### config.mk
export PLATFORM = sky130hd
export DESIGN_NAME = mtimer_bank
export DESIGN_NICKNAME = d
export VERILOG_FILES = /design/src/rtl/mtimer_pkg.sv /design/src/rtl/mtimer_decode.sv /design/src/rtl/mtimer_ackhs.sv /design/src/rtl/mtimer_chan.sv /design/src/rtl/mtimer_bank.sv
export SDC_FILE = /design/constraint.sdc
export NUM_CORES = 1
export LEC_CHECK = 0
export BUFFER_PORTS_ARGS = -buffer_cell sky130_fd_sc_hd__buf_4
export CAP_MARGIN = 20
export CORE_UTILIZATION = 40
export CTS_CLUSTER_DIAMETER = 100
export DETAILED_ROUTE_END_ITERATION = 12
export PLACE_DENSITY = 0.65
export SYNTH_ARGS = -nofsm -noshare
export SYNTH_HDL_FRONTEND = slang
export SYNTH_HIERARCHICAL = 1
export SYNTH_SLANG_ARGS = --single-unit
### constraint.sdc
create_clock -name clk -period 2.8 [get_ports clk]
set_clock_uncertainty 0.2 [all_clocks]
set_input_delay 0.14 -clock clk [delete_from_list [all_inputs] [get_ports clk]]
set_output_delay 0.14 -clock clk [all_outputs]
set_load 0.01 [all_outputs]
### src/rtl/mtimer_pkg.sv
`timescale 1ns/1ps
package mtimer_pkg;

   // Width of one channel's byte window
   localparam int WIN_BITS = 6;

   // Register offsets inside a window
   localparam logic [WIN_BITS-1:0] OFF_STATUS = 6'h00;
   localparam logic [WIN_BITS-1:0] OFF_CTRL   = 6'h04;
   localparam logic [WIN_BITS-1:0] OFF_LOAD   = 6'h08;
   localparam logic [WIN_BITS-1:0] OFF_ENABLE = 6'h10;
   localparam logic [WIN_BITS-1:0] OFF_RELOAD = 6'h14;
   localparam logic [WIN_BITS-1:0] OFF_VALUE  = 6'h18;
   localparam logic [WIN_BITS-1:0] OFF_ACK    = 6'h20;
   localparam logic [WIN_BITS-1:0] OFF_MASK   = 6'h24;

   typedef enum logic {
      MODE_CONT   = 1'b0,
      MODE_SINGLE = 1'b1
   } run_mode_t;

   // One-hot register selection produced by the decoder
   typedef struct packed {
      logic status;
      logic ctrl;
      logic load;
      logic enable;
      logic reload;
      logic value;
      logic ack;
      logic mask;
   } reg_hit_t;

endpackage

### src/rtl/mtimer_decode.sv
`timescale 1ns/1ps
module mtimer_decode
   import mtimer_pkg::*;
#(
   parameter int NUM_CH = 4,
   parameter int ADDR_W = 8
) (
   input  logic              bus_sel,
   input  logic [ADDR_W-1:0] bus_addr,
   output logic [NUM_CH-1:0] ch_hit,
   output reg_hit_t          hit
);

   localparam int UW = ADDR_W - WIN_BITS;

   logic [WIN_BITS-1:0] off;
   logic [UW-1:0]       win;

   assign off = bus_addr[WIN_BITS-1:0];
   assign win = bus_addr[ADDR_W-1:WIN_BITS];

   for (genvar i = 0; i < NUM_CH; i++) begin : g_win
      assign ch_hit[i] = bus_sel && (win == UW'(i));
   end

   always_comb begin
      hit        = '0;
      hit.status = (off == OFF_STATUS);
      hit.ctrl   = (off == OFF_CTRL);
      hit.load   = (off == OFF_LOAD);
      hit.enable = (off == OFF_ENABLE);
      hit.reload = (off == OFF_RELOAD);
      hit.value  = (off == OFF_VALUE);
      hit.ack    = (off == OFF_ACK);
      hit.mask   = (off == OFF_MASK);
   end

endmodule

### src/rtl/mtimer_ackhs.sv
`timescale 1ns/1ps
module mtimer_ackhs #(
   parameter int BUSY_CYC = 4
) (
   input  logic clk,
   input  logic rst_n,
   input  logic req,
   output logic busy,
   output logic done
);

   localparam int BW = $clog2(BUSY_CYC + 1);

   if (BUSY_CYC == 1) begin : g_flop
      logic b_q;

      always_ff @(posedge clk or negedge rst_n) begin
         if (!rst_n)    b_q <= 1'b0;
         else if (b_q)  b_q <= 1'b0;
         else           b_q <= req;
      end

      assign busy = b_q;
      assign done = b_q;
   end else begin : g_cnt
      logic [BW-1:0] cnt_q;

      always_ff @(posedge clk or negedge rst_n) begin
         if (!rst_n)               cnt_q <= '0;
         else if (cnt_q != '0)     cnt_q <= cnt_q - 1'b1;
         else if (req)             cnt_q <= BW'(BUSY_CYC);
      end

      assign busy = (cnt_q != '0);
      assign done = (cnt_q == BW'(1));

      // a request inside the window does not restart it
      p_busy_ignore_r10 : assert property (@(posedge clk) disable iff (!rst_n)
         (busy && req) |=> (cnt_q == $past(cnt_q) - 1'b1));
   end

endmodule

### src/rtl/mtimer_chan.sv
`timescale 1ns/1ps
module mtimer_chan
   import mtimer_pkg::*;
#(
   parameter int CNT_W    = 32,
   parameter int DATA_W   = 32,
   parameter int BUSY_CYC = 4
) (
   input  logic              clk,
   input  logic              rst_n,
   input  logic              wr,
   input  reg_hit_t          hit,
   input  logic [DATA_W-1:0] wdata,
   output logic [DATA_W-1:0] rdata,
   output logic              pending,
   output logic              irq_o
);

   run_mode_t          mode_q;
   logic [CNT_W-1:0]   load_q;
   logic [CNT_W-1:0]   count_q;
   logic               enable_q;
   logic               mask_q;
   logic               pending_q;
   logic               force_load;
   logic               expire;
   logic               ack_req;
   logic               ack_busy;
   logic               ack_done;

   // Software-visible configuration
   always_ff @(posedge clk or negedge rst_n) begin
      if (!rst_n) begin
         mode_q   <= MODE_CONT;
         load_q   <= '0;
         enable_q <= 1'b0;
         mask_q   <= 1'b0;
      end else if (wr) begin
         if (hit.ctrl)   mode_q   <= run_mode_t'(wdata[0]);
         if (hit.load)   load_q   <= wdata[CNT_W-1:0];
         if (hit.enable) enable_q <= wdata[0];
         if (hit.mask)   mask_q   <= wdata[0];
      end
   end

   // Reload on a reload write or on a start from the stopped state
   assign force_load = wr && (hit.reload || (hit.enable && wdata[0] && !enable_q));
   assign expire     = enable_q && !force_load && (count_q == CNT_W'(1));

   always_ff @(posedge clk or negedge rst_n) begin
      if (!rst_n) begin
         count_q <= '0;
      end else if (force_load) begin
         count_q <= load_q;
      end else if (enable_q) begin
         if (count_q != '0)           count_q <= count_q - 1'b1;
         else if (mode_q == MODE_CONT) count_q <= load_q;
      end
   end

   assign ack_req = wr && hit.ack && wdata[0];

   mtimer_ackhs #(.BUSY_CYC(BUSY_CYC)) u_ack (
      .clk  (clk),
      .rst_n(rst_n),
      .req  (ack_req),
      .busy (ack_busy),
      .done (ack_done)
   );

   // A new expiry wins over a completing acknowledge
   always_ff @(posedge clk or negedge rst_n) begin
      if (!rst_n)        pending_q <= 1'b0;
      else if (expire)   pending_q <= 1'b1;
      else if (ack_done) pending_q <= 1'b0;
   end

   assign pending = pending_q;
   assign irq_o   = pending_q && !mask_q;

   always_comb begin
      rdata = '0;
      unique case (1'b1)
         hit.status: rdata = '0;
         hit.ctrl:   rdata[0] = mode_q;
         hit.load:   rdata = DATA_W'(load_q);
         hit.enable: rdata[0] = enable_q;
         hit.value:  rdata = DATA_W'(count_q);
         hit.ack:    rdata[1:0] = {ack_busy, pending_q};
         hit.mask:   rdata[0] = mask_q;
         default:    rdata = '0;
      endcase
   end

   // one step down per clock while enabled
   p_step_r4 : assert property (@(posedge clk) disable iff (!rst_n)
      (enable_q && count_q != '0 && !wr) |=> (count_q == $past(count_q) - 1'b1));

   // a stopped counter holds
   p_hold_r4 : assert property (@(posedge clk) disable iff (!rst_n)
      (!enable_q && !wr) |=> $stable(count_q));

   // reaching zero raises the pending flag
   p_expire_r5 : assert property (@(posedge clk) disable iff (!rst_n)
      (enable_q && count_q == CNT_W'(1) && !wr) |=> pending_q);

   // continuous mode reloads from zero
   p_wrap_r5 : assert property (@(posedge clk) disable iff (!rst_n)
      (enable_q && mode_q == MODE_CONT && count_q == '0 && !wr) |=> (count_q == $past(load_q)));

   // single mode parks at zero
   p_park_r6 : assert property (@(posedge clk) disable iff (!rst_n)
      (enable_q && mode_q == MODE_SINGLE && count_q == '0 && !wr) |=> (count_q == '0));

   // end of the busy window leaves nothing pending unless a new expiry came
   p_ack_drop_r9 : assert property (@(posedge clk) disable iff (!rst_n)
      ($fell(ack_busy) && !$past(expire)) |-> !pending_q);

endmodule

### src/rtl/mtimer_bank.sv
`timescale 1ns/1ps
module mtimer_bank
   import mtimer_pkg::*;
#(
   parameter int NUM_CH       = 4,
   parameter int CNT_W        = 32,
   parameter int DATA_W       = 32,
   parameter int ADDR_W       = 8,
   parameter int CLR_BUSY_CYC = 4
) (
   input  logic              clk,
   input  logic              rst_n,
   input  logic              bus_sel,
   input  logic              bus_wr,
   input  logic [ADDR_W-1:0] bus_addr,
   input  logic [DATA_W-1:0] bus_wdata,
   output logic [DATA_W-1:0] bus_rdata,
   output logic              bus_ready,
   output logic [NUM_CH-1:0] irq
);

   localparam int CH_W = (NUM_CH > 1) ? $clog2(NUM_CH) : 1;

   if (NUM_CH < 1)                 begin : g_chk_ch   $error("NUM_CH must be at least 1"); end
   if (ADDR_W < WIN_BITS + CH_W)   begin : g_chk_addr $error("ADDR_W too small for all windows"); end
   if (CNT_W > DATA_W || CNT_W < 2) begin : g_chk_cnt $error("CNT_W must be 2..DATA_W"); end
   if (DATA_W < NUM_CH || DATA_W < 2) begin : g_chk_dw $error("DATA_W too small for status"); end
   if (CLR_BUSY_CYC < 1)           begin : g_chk_busy $error("CLR_BUSY_CYC must be at least 1"); end

   logic [NUM_CH-1:0] ch_hit;
   reg_hit_t          hit;
   logic [NUM_CH-1:0] pend_vec;
   logic [DATA_W-1:0] ch_rd [NUM_CH];

   mtimer_decode #(.NUM_CH(NUM_CH), .ADDR_W(ADDR_W)) u_dec (
      .bus_sel (bus_sel),
      .bus_addr(bus_addr),
      .ch_hit  (ch_hit),
      .hit     (hit)
   );

   for (genvar i = 0; i < NUM_CH; i++) begin : g_ch
      mtimer_chan #(
         .CNT_W   (CNT_W),
         .DATA_W  (DATA_W),
         .BUSY_CYC(CLR_BUSY_CYC)
      ) u_chan (
         .clk    (clk),
         .rst_n  (rst_n),
         .wr     (bus_wr && ch_hit[i]),
         .hit    (hit),
         .wdata  (bus_wdata),
         .rdata  (ch_rd[i]),
         .pending(pend_vec[i]),
         .irq_o  (irq[i])
      );
   end

   always_comb begin
      bus_rdata = '0;
      for (int i = 0; i < NUM_CH; i++) begin
         if (ch_hit[i]) bus_rdata = bus_rdata | ch_rd[i];
      end
      if ((|ch_hit) && hit.status) bus_rdata = DATA_W'(pend_vec);
   end

   assign bus_ready = bus_sel;

   // reads outside any selected window return zero
   p_idle_zero_r2 : assert property (@(posedge clk) disable iff (!rst_n)
      (ch_hit == '0) |-> (bus_rdata == '0));

endmodule

==> results of run 1 <==
[power groups by stage]
stage / registers, mW / logic, mW / clock network [mW]
detailed placement: 4.63 / 1.70 / 0
finish: 4.56 / 1.82 / 4.44
floorplan: 4.57 / 0.913 / 0
global route: 4.59 / 1.97 / 4.68
global placement: 4.62 / 1.68 / 0
CTS: 4.55 / 1.77 / 4.53
[what timing repair did]
| action | CTS | global route |
|---|---|---|
| hold buffers | 38 | 0 |
| endpoints found under the hold margin | 420 | 0 |
| buffers inserted | 2 | 7 |
| gates resized for setup | 10 | 27 |
| gates cloned | 0 | 2 |
| setup endpoints to repair | 18 | 75 |
| pin swaps | 3 | 11 |
[routing by layer]
layer / global-route usage, % / wire [microns] / up-vias
met4: 19.2 / 4910 / 4
met2: 47.3 / 30800 / 823
met5: 0 / 30 / -
met1: 43.1 / 29600 / 8303
met3: 5.82 / 5930 / 183
li1: - / - / 7502
[worst min-delay path, delay by kind of cell]
kind / cells / cell delay [ns]
buf+inv: 3 / 1.02
[cells in the mapped netlist (12+ instances only)]
master     instances  share of area [%]
dfrtp_1          284                 40
mux2_2           142                9.1
a22o_1           124                6.2
nor2_1           107                2.3
a22oi_1           99                4.2
nand2_1           90                1.9
o21ai_0           87                2.5
nor3_1            86                2.5
clkbuf_1          83                1.8
a21oi_1           70                2.0
inv_1             50                1.1
o2bb2ai_1         42                2.1
nand3_1           40                1.1
nor4_1            35                1.2
mux2i_1           32                1.8
a31oi_1           30                1.1
a21oi_2           22                1.1
buf_2             22               0.63
o22a_1            20                1.0
o22ai_1           18               0.64
nand4_1           17               0.61
or4_1             17               0.73
nor3b_1           16               0.68
nand2b_1          15               0.53
and3_1            14               0.50
buf_6             14               0.90
and2_1            13               0.46
buf_1             12               0.26
or3_1             12               0.43
[flip-flops by register name, summed over array words and instances, names as in the netlist]
register                       flops
g_ch.u_chan/mode_q                 4
g_ch.u_chan/load_q               128
g_ch.u_chan/u_ack/g_cnt.cnt_q     12
g_ch.u_chan/pending                4
g_ch.u_chan/count_q              128
g_ch.u_chan/enable_q               4
g_ch.u_chan/mask_q                 4
[kinds of logic after synthesis]
| family | synth area share (%) |
|---|---|
| mux | 11.2 |
| simple gates | 16.2 |
| fa+ha+maj | 0.570 |
| flops | 40.5 |
| buf+inv | 5.09 |
| compound gates | 26.4 |
[cell type report]
class	count	area (sq um)
antenna	1	2.50
timing repair buffer	376	3350
clock buffer	54	1040
inverter	50	188
tap	585	732
sequential	284	7110
fill	4006	21000
clock inverter	6	58.8
multi-input combinational	1325	9720
[worst min-delay path by stage]
stage	start	endpoint	slack, ns	depth (start not counted)
2_1_floorplan	rst_n	g_ch[0].u_chan/count_q[0]	-0.36	0
3_3_place_gp	rst_n	g_ch[1].u_chan/count_q[12]	-0.09	1
3_5_place_dp	rst_n	g_ch[1].u_chan/count_q[12]	-0.09	1
4_1_cts	bus_addr[2]	g_ch[1].u_chan/enable_q	0.02	6
5_1_grt	rst_n	g_ch[1].u_chan/count_q[12]	0.07	3
6_report	rst_n	g_ch[1].u_chan/count_q[12]	0.04	3
[per-stage QoR]
step           total power [mW]  setup TNS [ns]  instances  area [sq um]  hold WS, ns
6_report                   10.8          -0.125       2681         22200       0.0376
3_3_place_gp               6.29          -0.370       2571         20400      -0.0926
4_1_cts                    10.9          -0.149       2671         22000       0.0199
3_5_place_dp               6.33          -0.823       2571         20400      -0.0879
2_1_floorplan              5.48         -0.0638       1801         17600       -0.356
5_1_grt                    11.2          -0.459       2680         22200       0.0654
==> key figures, run 1 <==
Flow run
  • Max-cap violations: 0

Setup path
  • R2r startpoint: g_ch[1].u_chan/count_q[27]
  • Worst Setup SP: g_ch[1].u_chan/u_ack/g_cnt.cnt_q[1]
  • R2R Setup Slk: 0 ns
  • Crit path launch type: flop
  • Worst Path Max Fanout: 6
  • Crit Path Category: reg -> out
  • R2R depth: 7
  • Delay-heaviest family, CP: compound AO/OA/AOI/OAI gates
  • Max stage delay on crit path: 0.57 ns
  • Worst EP arrival: 2.57 ns
  • CP Capture Type: output port
  • Critical R2R Capture: g_ch[1].u_chan/count_q[31]
  • Crit path to: bus_rdata[1]
  • Worst EP required: 2.46 ns
  • CP Depth: 6
  • CP bufs+invs: 2
  • Crit-path slowest cell: a222oi_1
  • Worst-path cell chain: or3_2 > a222oi_1 > inv_1 > a22oi_1 > a31oi_1 > buf_4

Floorplan
  • Site Rows: 76
  • Die width: 212 microns
  • Die Y: 212 microns
  • Die area: 44,700 sq um
  • Initial core utilization: 40.7%
  • Ports: 81
  • Core area: 43,200 sq um

Global routing
  • Grt ovf: 0
  • Vias in the first global route: 16,198
  • Initial antenna violation count: 4
  • First-pass GRT wire length: 105,000 microns
  • Largest net degree at the start of global routing: 76
  • Total track usage: 31.9%

Clock tree
  • Deepest clock path buffer count: 3
  • CTS tree: yes
  • Num CTS Buffers: 34
  • H-tree levels: 2
  • Clk sinks: 284
  • Clock latency on the worst-skew pair: 0.55 ns
  • Clock root cell: clkbuf_16
  • Clk pin slew, worst setup/hold paths: 0.06 ns

Pwr
  • Switching Fraction: 28.5%
  • Net Sw Power: 3.08 mW
  • Leakage power: 9.74 nW
  • Peak supply drop: 319 uV
  • Comb pwr share: 16.8%
  • PD cells: 488 nW/um^2
  • Sequential power share: 42.2%
  • Clock power frac: 41.1%
  • Pint: 7.74 mW

Synthesis
  • Yosys warns: 6
  • Unique masters post-synth: 89
  • Flops & latches, synth: 284
  • Top_reg_cell synth: dfrtp_1
  • Number of enable flip-flop cells after synthesis: 0
  • Cells after Synth: 1,801
  • Seq/Total Area, Yosys: 40.5%
  • Post-synthesis cell area: 17,600 sq um
  • Mapped Avg Cell Area: 9.75 sq um
  • Synth async-reset ratio: 100%
  • Syn_nets: 1,853

Outcome
  • Failing checks: setup timing
  • Status: finished, violations left

Placement
  • GP Congestion: 0.967
  • Port bufs: 80
  • Final HPWL DP: 51,300 microns
  • Post-Place Worst Slack: -0.124 ns

STA
  • Tmin final: 2.91 ns
  • Fin. max-slew vios: 0
  • Setup WS post-layout: -0.107 ns
  • Worst relative slew slack: 54.5%
  • Final hold vios: 0
  • Final Cycle Share: 104%
  • Peak Freq: 0.344 GHz
  • Slew of the pin with the lowest slew margin: 0.677 ns
  • Final setup violation count: 2
  • RSZ-0062 raised after global routing: true

Cells and area
  • Util after Layout: 51.4%
  • Area delta synth->final: 26.4%
  • Layout cells sized above 1: 30.0%
  • Final nets: 2,123
  • Most common cell after layout, fill and taps aside: buf_4
  • Most frequent cells in the layout: buf_4, dfrtp_1, mux2_2

Route
  • Post-Route WL: 71,300 microns
  • Initial DRT Pass Iterations: 6
  • Number of vias in the routed layout: 16,815
  • Vias per cell: 6.27
  • Initial DRC count: 1,610
  • DRT antenna net count: 0
  • Routed wire length per instance: 26.6 microns
  • Number of remaining DRC errors: 0

Min path
  • Hold/Removal Path Class: in -> async
Power figures use the tool's default switching activity.
==> run 2, diff against run 1 <==
--- a/config.mk
+++ b/config.mk
@@ -7,9 +7,11 @@
 export LEC_CHECK = 0
 export BUFFER_PORTS_ARGS = -buffer_cell sky130_fd_sc_hd__buf_4
 export CAP_MARGIN = 20
+export CORE_MARGIN = 3
 export CORE_UTILIZATION = 40
 export CTS_CLUSTER_DIAMETER = 100
 export DETAILED_ROUTE_END_ITERATION = 12
+export HOLD_SLACK_MARGIN = 0.15
 export PLACE_DENSITY = 0.65
 export SYNTH_ARGS = -nofsm -noshare
 export SYNTH_HDL_FRONTEND = slang
==> key figures, run 2 (synthesis results as in run 1) <==
Global routing
  • Largest net degree at the start of global routing: 82
  • GRT met1 Usage: 42.1%
  • GRT busiest layer: met2
  • M3 GR Usage: 5.60%
  • Met2 Use GR: 44.7%
  • Total track usage: 29.8%
  • Vias in the first global route: 16,422
  • Grt ovf: 0
  • First-pass GRT wire length: 106,000 microns
  • Initial antenna violation count: 2

Pwr
  • Tot Pwr: 11.0 mW
  • PD cells: 492 nW/um^2
  • Peak supply drop: 323 uV
  • Leakage power: 9.85 nW

Setup path
  • Worst EP arrival: 2.49 ns
  • Worst EP required: 2.46 ns
  • Crit path launch type: flop
  • Worst Path Max Fanout: 2
  • CP Capture Type: output port
  • Crit Path Category: reg -> out
  • Worst Setup SP: g_ch[2].u_chan/u_ack/g_cnt.cnt_q[1]
  • R2r startpoint: g_ch[1].u_chan/count_q[27]

STA
  • Peak Freq: 0.353 GHz
  • RSZ-0062 raised after global routing: true
  • Tmin final: 2.83 ns
  • Setup TNS Final: -0.0503 ns
  • Final hold vios: 0
  • Slew of the pin with the lowest slew margin: 0.827 ns
  • Final Cycle Share: 101%
  • Setup WS post-layout: -0.0315 ns
  • Final setup violation count: 4
  • Worst relative slew slack: 44.9%
  • Fin. max-slew vios: 0

Flow run
  • Max-cap violations: 0

Clock tree
  • Clock root cell: clkbuf_16
  • Clk sinks: 284
  • H-tree levels: 2
  • Clk pin slew, worst setup/hold paths: 0.06 ns
  • CTS tree: yes
  • Deepest clock path buffer count: 3
  • Num CTS Buffers: 34
  • Clock latency on the worst-skew pair: 0.54 ns

Cells and area
  • Area delta synth->final: 27.0%
  • Most frequent cells in the layout: buf_4, dfrtp_1, mux2_2
  • Most common cell after layout, fill and taps aside: buf_4
  • Biggest regs: g_ch.u_chan/count_q (128), g_ch.u_chan/load_q (128), g_ch.u_chan/u_ack/g_cnt.cnt_q (12)
  • Final nets: 2,147
  • Layout cells sized above 1: 31.1%
  • Non-Filler Instances: 2,704
  • Util after Layout: 51.5%

Outcome
  • Failing checks: setup timing
  • Status: finished, violations left

Floorplan
  • Core area: 43,300 sq um
  • Initial core utilization: 40.6%
  • Die Y: 216 microns
  • Die width: 216 microns
  • Die area: 46,500 sq um
  • Site Rows: 76
  • Ports: 81

Placement
  • Post-Place Worst Slack: -0.0586 ns
  • GP Congestion: 1.05
  • Port bufs: 80
  • Final HPWL DP: 51,000 microns
  • Placed cell count: 2,585

Route
  • Number of remaining DRC errors: 0
  • Initial DRC count: 2,047
  • Routed wire length per instance: 26.3 microns
  • Number of vias in the routed layout: 17,113
  • Vias per cell: 6.33
  • Initial DRT Pass Iterations: 7
  • DRT antenna net count: 0
  • Post-Route WL: 71,100 microns

Min path
  • Hold/Removal Path Class: in -> reg
  • Startpoint of the worst hold path: bus_addr[4]
run 2: final timing paths:
check	end	slack, ns	cells after the start
worst max-delay path	bus_rdata[1]	-0.03	6
worst min-delay path	g_ch[1].u_chan/mask_q	0.21	6
worst max register to register	g_ch[1].u_chan/count_q[26]	0	7
worst min register to register	g_ch[1].u_chan/count_q[2]	0.32	1
max in group asynchronous	g_ch[3].u_chan/count_q[6]	0.97	4
min in group asynchronous	g_ch[2].u_chan/load_q[18]	0.54	3
run 2: per-stage QoR:
| stage | hold slack, ns | area [sq um] |
|---|---|---|
| floorplan | -0.356 | 17600 |
| global placement | 0.000310 | 20400 |
| detailed placement | 0.00511 | 20400 |
| CTS | 0.158 | 22000 |
| global route | 0.228 | 22300 |
| finish | 0.206 | 22300 |
run 2: power by group:
group	internal, mW	leakage [nW]	switching (mW)
registers	4.31	3.79	0.262
logic	0.810	5.50	1.02
clock network	2.74	0.553	1.81
total	7.87	9.85	3.10
run 2: what timing repair did:
item | CTS | global route
gates resized for setup | 6 | 43
setup endpoints to repair | 17 | 88
gates cloned | 0 | 2
hold buffers | 42 | 0
pin swaps | 5 | 16
endpoints found under the hold margin | 428 | 0
setup buffers | 6 | 9
run 2: area by class of cell:
cell class,count,area [sq um]
well taps,585,732
diodes,1,2.50
repair buffers,400,3380
clock inverters,8,95.1
inverters,50,188
flip-flops and latches,284,7110
multi-input cells,1325,9750
clock buffers,51,1040
fillers,3933,21000
run 2: per-layer routing:
layer,wire length (microns),up-vias,share of wire (%)
li1,-,7572,-
met1,30300,8501,43
met2,30700,882,43
met3,6450,150,9.1
met4,3610,8,5.1
met5,52,-,0.073
run 2: worst max-delay path: stages, from the launching register on:
cell	delay, ns
dfrtp_1	0.40
or3_4	0.38
a222oi_1	0.45
inv_1	0.11
a22oi_2	0.32
a31oi_1	0.14
buf_4	0.16
==> run 3, diff against run 2 <==
--- a/config.mk
+++ b/config.mk
@@ -5,14 +5,14 @@
 export SDC_FILE = /design/constraint.sdc
 export NUM_CORES = 1
 export LEC_CHECK = 0
-export BUFFER_PORTS_ARGS = -buffer_cell sky130_fd_sc_hd__buf_4
 export CAP_MARGIN = 20
 export CORE_MARGIN = 3
 export CORE_UTILIZATION = 40
 export CTS_CLUSTER_DIAMETER = 100
 export DETAILED_ROUTE_END_ITERATION = 12
+export DONT_BUFFER_PORTS = 1
 export HOLD_SLACK_MARGIN = 0.15
-export PLACE_DENSITY = 0.65
+export PLACE_DENSITY = 0.63
 export SYNTH_ARGS = -nofsm -noshare
 export SYNTH_HDL_FRONTEND = slang
 export SYNTH_HIERARCHICAL = 1
==> key figures, run 3 (synthesis results as in run 1) <==
STA
  • Fin. max-slew vios: 0
  • Final hold vios: 284
  • Tmin final: 2.84 ns
  • Peak Freq: 0.353 GHz
  • Worst relative slew slack: 22.2%
  • Setup WS post-layout: -0.0359 ns
  • RSZ-0062 raised after global routing: true
  • Final hold slack: -0.938 ns
  • Final Cycle Share: 101%
  • Slew of the pin with the lowest slew margin: 1.17 ns
  • Final setup violation count: 3
  • Setup TNS Final: -0.0627 ns

Clock tree
  • Num CTS Buffers: 31
  • Clock latency on the worst-skew pair: 0.59 ns
  • CTS hold repair buffers: 50
  • CTS tree: yes
  • Clock root cell: clkbuf_16
  • Clk sinks: 284
  • Deepest clock path buffer count: 3
  • Clk pin slew, worst setup/hold paths: 0.06 ns
  • H-tree levels: 1

Setup path
  • Critical R2R Capture: g_ch[1].u_chan/count_q[9]
  • Crit path launch type: flop
  • CP Capture Type: output port
  • R2R depth: 6
  • Worst Path Max Fanout: 2
  • Crit Path Category: reg -> out
  • Worst EP arrival: 2.50 ns
  • Worst EP required: 2.46 ns
  • R2R Setup Slk: -0.03 ns
  • R2r startpoint: g_ch[1].u_chan/count_q[27]

Pwr
  • Leakage power: 9.55 nW
  • Peak supply drop: 444 uV
  • PD cells: 490 nW/um^2

Cells and area
  • Most frequent cells in the layout: dfrtp_1, buf_4, mux2_2
  • Biggest regs: g_ch.u_chan/count_q (128), g_ch.u_chan/load_q (128), g_ch.u_chan/u_ack/g_cnt.cnt_q (12)
  • Most common cell after layout, fill and taps aside: dfrtp_1
  • Non-Filler Instances: 2,632
  • Area delta synth->final: 24.7%
  • Layout cells sized above 1: 29.4%
  • Final nets: 2,075

Floorplan
  • Die area: 46,500 sq um
  • Site Rows: 76
  • Die width: 216 microns
  • Core area: 43,300 sq um
  • Initial core utilization: 40.6%
  • Ports: 81
  • Die Y: 216 microns

Placement
  • Port bufs: 0
  • GP Congestion: 0.979
  • Final HPWL DP: 48,900 microns
  • Placed cell count: 2,499

Route
  • DRT antenna net count: 0
  • Initial DRT Pass Iterations: 5
  • Vias per cell: 6.43
  • Routed wire length per instance: 27.5 microns
  • Post-Route WL: 72,400 microns
  • Number of remaining DRC errors: 0
  • Number of vias in the routed layout: 16,927
  • Initial DRC count: 1,819

Global routing
  • Largest net degree at the start of global routing: 285
  • Initial antenna violation count: 6
  • First-pass GRT wire length: 105,000 microns
  • Vias in the first global route: 16,131
  • Grt ovf: 0
  • Total track usage: 29.8%

Outcome
  • Failing checks: hold timing, setup timing
  • Status: finished, violations left

Flow run
  • Max-cap violations: 0

Min path
  • Hold/Removal Path Class: in -> async
-- run 3: what timing repair did --
item,CTS,global route
hold endpoints to repair,479,284
setup buffers,8,13
pin swaps,9,29
gates resized for setup,6,87
gates cloned,0,5
endpoints found under the setup margin,2,106
-- run 3: how the worst max path moves through the flow --
stage	from	endpoint	slack [ns]	depth (start not counted)
2_1_floorplan	g_ch[1].u_chan/count_q[27]	g_ch[1].u_chan/count_q[26]	-0.05	8
3_3_place_gp	g_ch[1].u_chan/count_q[27]	g_ch[1].u_chan/count_q[0]	0.02	7
3_5_place_dp	g_ch[1].u_chan/count_q[27]	g_ch[1].u_chan/count_q[9]	0.01	6
4_1_cts	g_ch[2].u_chan/u_ack/g_cnt.cnt_q[0]	bus_rdata[1]	-0.06	6
5_1_grt	g_ch[0].u_chan/u_ack/g_cnt.cnt_q[1]	bus_rdata[1]	-0.1	6
6_report	g_ch[2].u_chan/u_ack/g_cnt.cnt_q[0]	bus_rdata[1]	-0.04	6
-- run 3: cell type report --
type                       count  area, sq um
multi-input combinational   1325         9860
clock inverter                 8          190
inverter                      50          188
tap                          585          732
sequential                   284         7110
antenna                        2         5.00
timing repair buffer         331         2910
clock buffer                  47          896
fill                        3972        21400
-- run 3: critical path: stages (launching register included) --
cell and delay (ns):
dfrtp_1 0.38, or3_4 0.40, a222oi_1 0.38, inv_1 0.16, a22oi_2 0.27, a31oi_1 0.15, buf_4 0.17
-- run 3: power by group --
part           switching [mW]  internal (mW)
combinational           0.919          0.754
clock                    1.78           2.73
sequential              0.243           4.31
total                    2.94           7.80
-- run 3: per-layer routing --
| metal | track usage (%) | vias up | wire (microns) |
|---|---|---|---|
| met4 | 14.2 | 2 | 3900 |
| met5 | 0 | - | 13 |
| met3 | 6.10 | 153 | 6620 |
| li1 | - | 7424 | - |
| met1 | 41.0 | 8483 | 30300 |
| met2 | 45.1 | 865 | 31500 |
-- run 3: stage by stage --
stage          instance area [sq um]  utilization [%]  power [mW]  setup WS (ns)
2_1_floorplan                  17600                -        5.48        -0.0459
3_3_place_gp                   19700             45.5        6.04         0.0202
3_5_place_dp                   19700             45.5        6.07         0.0105
4_1_cts                        21400             49.4        10.7        -0.0561
5_1_grt                        21900             50.6        11.1        -0.0989
6_report                       21900             50.6        10.7        -0.0359
